$ cat src/rtl/bus_cycle_watchdog.sv
module bus_cycle_watchdog #(
  parameter int LIMIT = 2048,
  parameter int SYNC  = 2
) (
  input  logic       clk,
  input  logic       rst_n,
  input  logic       mon_en,
  input  logic       stat_clr,
  input  logic       as_n,
  input  logic [1:0] ds_n,
  input  logic       dtack_n,
  input  logic       berr_bus_n,
  output logic       berr_drv,
  output logic       tmo_stat
);
  localparam int CW = (LIMIT > 1) ? $clog2(LIMIT) : 1;
  localparam logic [CW-1:0] LAST = CW'(LIMIT - 1);

  logic [4:0] sr [SYNC];
  logic [4:0] raw_n;
  logic       as_s, ack_s, xb_s, cyc_s, term, fire;
  logic [1:0] ds_s;
  logic [CW-1:0] cnt;
  logic       done, berr_q, stat_q;

  assign raw_n = {as_n, ds_n, dtack_n, berr_bus_n};

  always_ff @(posedge clk) begin
    if (!rst_n) begin
      for (int i = 0; i < SYNC; i++) sr[i] <= '1;
    end else begin
      sr[0] <= raw_n;
      for (int i = 1; i < SYNC; i++) sr[i] <= sr[i-1];
    end
  end

  assign as_s  = ~sr[SYNC-1][4];
  assign ds_s  = ~sr[SYNC-1][3:2];
  assign ack_s = ~sr[SYNC-1][1];
  assign xb_s  = ~sr[SYNC-1][0];
  assign cyc_s = as_s | (|ds_s);
  assign term  = ack_s | xb_s;
  assign fire  = mon_en & as_s & ~done & ~term & ~berr_q & (cnt == LAST);

  always_ff @(posedge clk) begin
    if (!rst_n || !as_s || !mon_en) cnt <= '0;
    else if (!berr_q && cnt != LAST) cnt <= cnt + 1'b1;
  end

  always_ff @(posedge clk) begin
    if (!rst_n) done <= 1'b0;
    else        done <= cyc_s & (done | term);
  end

  always_ff @(posedge clk) begin
    if (!rst_n || !mon_en || !cyc_s) berr_q <= 1'b0;
    else if (fire)                   berr_q <= 1'b1;
  end

  always_ff @(posedge clk) begin
    if (!rst_n)        stat_q <= 1'b0;
    else if (fire)     stat_q <= 1'b1;
    else if (stat_clr) stat_q <= 1'b0;
  end

  assign berr_drv = berr_q;
  assign tmo_stat = stat_q;

  AST_FIRE_AT_LIMIT: assert property (@(posedge clk) disable iff (!rst_n)
    $rose(berr_drv) |-> ($past(cnt) == LAST));
  AST_NO_BERR_AFTER_ACK: assert property (@(posedge clk) disable iff (!rst_n)
    (done && !berr_drv) |=> !berr_drv);
  AST_BERR_HELD: assert property (@(posedge clk) disable iff (!rst_n)
    (berr_drv && cyc_s && mon_en) |=> berr_drv);
  AST_DISABLED_QUIET: assert property (@(posedge clk) disable iff (!rst_n)
    !mon_en |=> !berr_drv);
  AST_FLAG_WITH_BERR: assert property (@(posedge clk) disable iff (!rst_n)
    $rose(berr_drv) |-> tmo_stat);
  AST_FLAG_STICKY: assert property (@(posedge clk) disable iff (!rst_n)
    (tmo_stat && !stat_clr) |=> tmo_stat);
  AST_FLAG_CLEAR: assert property (@(posedge clk) disable iff (!rst_n)
    (stat_clr && !fire) |=> !tmo_stat);
endmodule

$ cat config.mk
export PLATFORM = sky130hd
export DESIGN_NAME = bus_cycle_watchdog
export DESIGN_NICKNAME = d
export VERILOG_FILES = /design/src/rtl/bus_cycle_watchdog.sv
export SDC_FILE = /design/constraint.sdc
export NUM_CORES = 1
export LEC_CHECK = 0
export BUFFER_PORTS_ARGS = -buffer_cell sky130_fd_sc_hd__buf_2
export CELL_PAD_IN_SITES_DETAIL_PLACEMENT = 0
export CELL_PAD_IN_SITES_GLOBAL_PLACEMENT = 1
export CORE_AREA = 3 3 51 53
export CTS_BUF_LIST = sky130_fd_sc_hd__clkbuf_8
export CTS_CLUSTER_DIAMETER = 80
export CTS_CLUSTER_SIZE = 30
export DETAILED_ROUTE_END_ITERATION = 8
export DIE_AREA = 0 0 54 56
export GPL_TIMING_DRIVEN = 0
export PLACE_DENSITY = 0.72
export REMOVE_ABC_BUFFERS = 1
export SYNTH_ARGS = -nofsm -noshare
export SYNTH_HDL_FRONTEND = slang
export SYNTH_SLANG_ARGS = --single-unit
$ cat constraint.sdc
create_clock -name clk -period 1.91 [get_ports clk]
set_input_delay 0.382 -clock clk [delete_from_list [all_inputs] [get_ports clk]]
set_output_delay 0.382 -clock clk [all_outputs]
set_load 0.01 [all_outputs]
==> impl_results.md, run 1 <==
* Status: complete, no violations
* CP cell instances: ha_1, and4_1, a41oi_1, mux2i_1, nor2_1
* Post-CTS sizing at 0
* Pre-CTS WS at -44.8 ps
* Share of layout cells above drive strength 1 at 0.156
* Initial DRC count at 12
* Clock share of power at 0.379
* Tightest Pin Transition at about 620 ps
* Post-synth top area share at 0.499
* Tcrit/Tclk final at 0.881
* Die Ht at around 56 um
* Register area at 480 um2
* Site row count at 17
* CP required at around 2000 ps
* Headroom to the max-slew limit at 0.589
* Cell Area, Placed at between 0.001 and 0.0015 mm2
* Final min period at between 1500 and 2000 ps
* Die X-Extent at approximately 54 um
* Mapped cell area at ~960 um2
* Max H-tree Level at 1
* YS warnings at 0
* Post-route ant nets at 0
* Post-synthesis cell type count at 39
* Initial antenna violation count at 0
* Largest cells by area after synthesis: dfxtp_1, nand2b_1, a21oi_1
* Fin worst setup slack at between 200 and 250 ps
* Num CTS Buffers at 3
* Top Ports at 11
* DRT Wirelength at between 1500 and 2000 um
* Clk pin slew, worst setup/hold paths at roughly 80 ps
* Critical path arrival at 1810 ps
* Final Cell Area at 0.00108 mm2
* Crit-path leading delay family: compound AO/OA/AOI/OAI gates
* Worst setup skew after layout at roughly 3.1 ps
* Die ar. at 0.00302 mm2
* CORE AREA at ~0.0022 mm2
* Cells after Synth at a little under 100
* Commonest non-fill, non-tap cell in the layout: dfxtp_1
* Ys async rst share at 0
* Root buf cell: clkbuf_8
* Worst path max stage delay at about 350 ps
* Fmax at 594 MHz
* Crit Path Max Fanout at 9
* Hold_ws at 296 ps
* Fin util at 0.493
* Setup violators final at 0
* Max-cap violations at 0
* RSZ-0062 raised after global routing: false
* Commonest cells after routing, fill and taps aside: dfxtp_1, buf_2, nand2_1
* Pin count of the biggest net entering global routing at 15
* Area overhead of the layout relative to synthesis at 12.1%
* Sequential share of power at 0.592
* Number of I/O port buffers at 10
* Fin nets at 120
* Post-CTS Setup Inserts at 0
* P_leak at about 0.4 nW
* Synth Flop Type: dfxtp_1
* Worst-skew pair later-pin latency at between 200 and 300 ps
* Syn avg cell area at ~9.7 um2
* Combinational power share at 0.028
* Gp weighted congestion at about 0.75
* Cts hold-fix bufs at 0
* TritonCTS clock tree: done
* First-pass GRT wire length at between 2000 and 3000 um
* Worst Path Buf+Inv at 0
* Pwr/cell area at roughly 800 mW/mm2
* Switching share of power at 0.184
* Vias in the first global route at ~700
* Gr ovfl total at 0
* Crit-path slowest cell: a41oi_1
* Multi-input gate area at 455 um2
* Initial Utilization at 0.440
* Sequential-to-total area share from yosys stat at 0.499
* Worst IR Drop VDD at 0.000546 V
* Filler cells at about 210
* Detailed Routing Iterations Pass 1 at 4
* Net switching power at between 150 and 200 uW
* Pint at 707 uW
* HP Class: in2reg
* Crit path kind: reg2reg
* Leading area contributor after synthesis: dfxtp_1
* Routed len/inst at about 12 um
* DR vias at about 740
* # diodes at 0
* Crit path capture type: flop
* Yosys reg bits at 24
* Post-synth EDFFs at 0
* CP Launch Type: flop
* Final Hold Vio Count at 0
* Tot Pwr at approximately 870 uW
* Gr usage total at 0.129
* Residual DRC at 0
* Max Slew Vio Count at 0
* CTS Buffer Depth at 2
* CTS sink cnt at 24
* Drt via density at 5.43
* HPWL Detailed at roughly 1300 um
## stage by stage
stage | instances | setup TNS, ps
final | 137 | 0
after global routing | 137 | 0
after CTS | 137 | 0
after detailed placement | 133 | -79.6
after global placement | 133 | -89.2
after floorplan | 95 | 0
## layout make-up
| class | count | share of cell area |
|---|---|---|
| clock buffers | 4 | 0.0510 |
| flip-flops and latches | 24 | 0.445 |
| well taps | 28 | 0.0324 |
| multi-input cells | 70 | 0.422 |
| inverters | 1 | 0.00348 |
| repair buffers | 10 | 0.0463 |
## cells in the mapped netlist, types with 2 or more instances
cell type / count
a311oi_1: 2
and4_1: 2
o31ai_1: 2
a31oi_1: 3
or4_1: 3
dfxtp_1: 24
a21oi_1: 7
nand3_1: 4
clkbuf_1: 2
nand2_1: 9
or2b_1: 3
nand2b_1: 7
nor2_1: 5
## logic make-up (layout without fill, tap and decap cells)
| kind of cell | Yosys count | in the layout | synth area share |
|---|---|---|---|
| multiplexers | 1 | 1 | 0.0104 |
| buffers and inverters | 5 | 15 | 0.0286 |
| AO/OA/AOI/OAI | 23 | 23 | 0.161 |
| AND/OR/NAND/NOR | 44 | 44 | 0.279 |
| adder cells (fa/ha/maj) | 1 | 1 | 0.0130 |
| flip-flops | 24 | 24 | 0.499 |
| XOR/XNOR | 1 | 1 | 0.00909 |
## state kept, by name, indices dropped and copies added, names as in the netlist
| name | flops |
|---|---|
| berr_drv | 1 |
| sr | 10 |
| done | 1 |
| cnt | 11 |
| tmo_stat | 1 |
## routing by layer
metal | GRT usage | vias up | part of all wire
met3 | 0.0322 | 2 | 0.030
met5 | 0 | - | 0
met2 | 0.202 | 11 | 0.49
li1 | - | 392 | -
met4 | 0.0641 | 0 | 0.0071
met1 | 0.158 | 339 | 0.48
## final timing paths
path	endpoint	slack [ps]	startpoint	depth (start not counted)
setup / recovery	cnt[1]$_SDFFE_PP0P_	230	cnt[0]$_SDFFE_PP0P_	5
hold / removal	sr[0][3]$_SDFF_PN1_	300	ds_n[1]	2
setup reg to reg	cnt[1]$_SDFFE_PP0P_	230	cnt[0]$_SDFFE_PP0P_	5
hold reg to reg	sr[0][8]$_SDFF_PN1_	410	sr[0][3]$_SDFF_PN1_	1
## power groups by stage
stage	Combinational [mW]	Sequential (mW)	Clock (mW)
floorplan	0.0120	0.525	0
CTS	0.0255	0.514	0.342
global placement	0.0246	0.525	0
finish	0.0247	0.514	0.329
global route	0.0286	0.515	0.368
detailed placement	0.0255	0.526	0
No activity file was read; power rests on OpenSTA's default activity.
==> run 2, diff against run 1 <==
--- a/config.mk
+++ b/config.mk
@@ -5,17 +5,18 @@
 export SDC_FILE = /design/constraint.sdc
 export NUM_CORES = 1
 export LEC_CHECK = 0
+export ABC_AREA = 1
 export BUFFER_PORTS_ARGS = -buffer_cell sky130_fd_sc_hd__buf_2
 export CELL_PAD_IN_SITES_DETAIL_PLACEMENT = 0
 export CELL_PAD_IN_SITES_GLOBAL_PLACEMENT = 1
-export CORE_AREA = 3 3 51 53
+export CORE_AREA = 3 3 52 54
 export CTS_BUF_LIST = sky130_fd_sc_hd__clkbuf_8
 export CTS_CLUSTER_DIAMETER = 80
 export CTS_CLUSTER_SIZE = 30
 export DETAILED_ROUTE_END_ITERATION = 8
-export DIE_AREA = 0 0 54 56
+export DIE_AREA = 0 0 55 57
 export GPL_TIMING_DRIVEN = 0
-export PLACE_DENSITY = 0.72
+export PLACE_DENSITY = 0.73
 export REMOVE_ABC_BUFFERS = 1
 export SYNTH_ARGS = -nofsm -noshare
 export SYNTH_HDL_FRONTEND = slang
==> run 2 against run 1 <==
Sequential power barely moved; maximum frequency rose by 6.2%; synthesized cell count rose by 27%; design area rose by 4.4%; register-to-register slack improved by 99 ps; non-clock buffer count did not move; die area rose by 3.7%; final cell count rose by 21%; synthesized area rose by 2.3%; clock power rose by 34%; global-route usage fell by 0.40 points.
==> impl_results.md, run 2 <==
* TritonCTS clock tree: done
* Pint at between 800 and 900 uW
* Die Ht at between 50 and 60 um
* Final min period at between 1500 and 2000 ps
* Die ar. at about 0.0031 mm2
* CTS Buffer Depth at 2
* Post-synth EDFFs at 0
* Gr ovfl total at 0
* Num CTS Buffers at 3
* Crit Path Max Fanout at 11
* Syn avg cell area at between 7 and 8 um2
* Register area at about 480 um2
* Worst-skew pair later-pin latency at roughly 270 ps
* Crit path capture type: flop
* Clock share of power at 0.450
* Residual DRC at 0
* Tcrit/Tclk final at 0.829
* Vias in the first global route at roughly 660
* Setup TNS at 0 ps
* Commonest non-fill, non-tap cell in the layout: nand2_1
* Max Slew Vio Count at 0
* Post-route ant nets at 0
* CORE AREA at 0.00225 mm2
* Filler cells at 231
* Sequential-to-total area share from yosys stat at 0.487
* Multi-input gate area at around 440 um2
* Post-synthesis cell type count at 20
* Tightest Pin Transition at slightly above 300 ps
* HPWL Detailed at approximately 1200 um
* Synth Flop Type: dfxtp_1
* Final Cell Area at between 0.001 and 0.0015 mm2
* P_leak at 0.453 nW
* Combinational power share at 0.027
* Post-CTS Setup Inserts at 0
* Most frequent cell after synthesis: nand2_1
* Share of layout cells above drive strength 1 at 0.239
* Mapped cell area at ~990 um2
* Fmax at 631 MHz
* Synth cell count leaders: nand2_1, dfxtp_1, nor2_1
* Worst IR Drop VDD at ~0.00085 V
* Final Hold Vio Count at 0
* Post-synth top area share at 0.487
* Top Ports at 11
* Cell Area, Placed at 0.00106 mm2
* Biggest regs: cnt: 11 flops, sr: 10 flops
* # diodes at 0
* Cells after Synth at 126
* RSZ-0062 raised after global routing: false
* DR vias at approximately 760
* Commonest cells after routing, fill and taps aside: nand2_1, dfxtp_1, nor2_1
* Drt via density at 4.60
* CTS sink cnt at 24
* Max H-tree Level at 1
* CP Launch Type: flop
* Gp weighted congestion at 0.739
* Max FFs per register at 11
* Root buf cell: clkbuf_8
* Post-CTS sizing at 0
* Initial DRC count at 17
* Cts hold-fix bufs at 0
* Switching share of power at 0.180
* Site row count at 17
* Yosys reg bits at 24
* Initial antenna violation count at 0
* Pin count of the biggest net entering global routing at 15
* Gr usage total at 0.125
* CP required at 2060 ps
* Setup violators final at 0
* Headroom to the max-slew limit at 0.798
* Pwr/cell area at between 800 and 900 mW/mm2
* YS warnings at 0
* HP Class: in2reg
* Area overhead of the layout relative to synthesis at 14.3%
* Routed len/inst at 9.89 um
* Number of I/O port buffers at 10
* Clk pin slew, worst setup/hold paths at 80 ps
* First-pass GRT wire length at approximately 2800 um
* Sequential share of power at 0.523
* Net switching power at between 150 and 200 uW
* Max-cap violations at 0
* Biggest register: cnt
* Crit path kind: reg2reg
* Ys async rst share at 0
* Detailed Routing Iterations Pass 1 at 4
* Fin nets at ~150
* Largest cells by area after synthesis: dfxtp_1, nand2_1, or2_2
* Leading area contributor after synthesis: dfxtp_1
* Worst setup skew after layout at around 3.7 ps
* Status: complete, no violations
* Die X-Extent at 55 um
* Initial Utilization at 0.437
* DRT Wirelength at roughly 1600 um
* Critical path arrival at 1740 ps
[run 2: changes by cell type after synthesis, moves of 7 or more]
cell | previous run | this run
or2_2 | 0 | 10
nor2_1 | 5 | 16
nand2_1 | 9 | 26
inv_1 | 1 | 13
nand2b_1 | 7 | 0
[run 2: layer usage]
metal  share of wire  track usage
met3           0.048       0.0548
met2            0.45        0.184
met5               0            0
met1            0.49        0.161
met4           0.014       0.0417
[run 2: cell families (layout without fill, tap and decap cells)]
group	Yosys count	in the layout	share of synthesized area
AND/OR/NAND/NOR	67	67	0.321
AO/OA/AOI/OAI	14	14	0.0749
buffers and inverters	16	28	0.0685
flip-flops	24	24	0.487
XOR/XNOR	4	4	0.0355
adder cells (fa/ha/maj)	1	1	0.0127
[run 2: layout make-up]
cell class                 count  area share
clock inverter                 1      0.0266
multi-input combinational     86       0.388
timing repair buffer          10      0.0444
sequential                    24       0.426
tap                           28      0.0311
clock buffer                   3      0.0366
inverter                      14      0.0466
[run 2: final timing paths]
path	from	endpoint	slack, ps	depth (start not counted)
max	cnt[1]$_SDFFE_PP0P_	cnt[6]$_SDFFE_PP0P_	330	8
min	ds_n[0]	sr[0][2]$_SDFF_PN1_	290	2
max reg2reg	cnt[1]$_SDFFE_PP0P_	cnt[6]$_SDFFE_PP0P_	330	8
min reg2reg	sr[0][4]$_SDFF_PN1_	sr[0][9]$_SDFF_PN1_	420	1
[run 2: power by group through the flow]
| stage | sequential (mW) | clock, mW | combinational, mW |
|---|---|---|---|
| after floorplan | 0.525 | 0 | 0.0160 |
| after global placement | 0.525 | 0 | 0.0265 |
| after detailed placement | 0.525 | 0 | 0.0270 |
| after CTS | 0.514 | 0.457 | 0.0272 |
| after global routing | 0.515 | 0.475 | 0.0309 |
| final | 0.513 | 0.442 | 0.0266 |
[run 2: worst max-delay path, stage by stage, from the launching register on]
cell and delay (ps):
dfxtp_1 360, ha_1 230, nand2_2 90, nor2_4 140
nand3_2 110, nand2_2 200, inv_1 190, nand2_1 100
a21oi_1 70
[run 2: through the flow]
| stage | instances | power, mW | utilization | worst slack [ps] | hold slack, ps |
|---|---|---|---|---|---|
| 2_1_floorplan | 124 | 0.540 | - | 593 | 393 |
| 3_3_place_gp | 162 | 0.551 | 0.468 | 358 | 394 |
| 3_5_place_dp | 162 | 0.552 | 0.468 | 337 | 400 |
| 4_1_cts | 166 | 0.998 | 0.500 | 325 | 284 |
| 5_1_grt | 166 | 1.02 | 0.500 | 156 | 283 |
| 6_report | 166 | 0.982 | 0.500 | 326 | 294 |
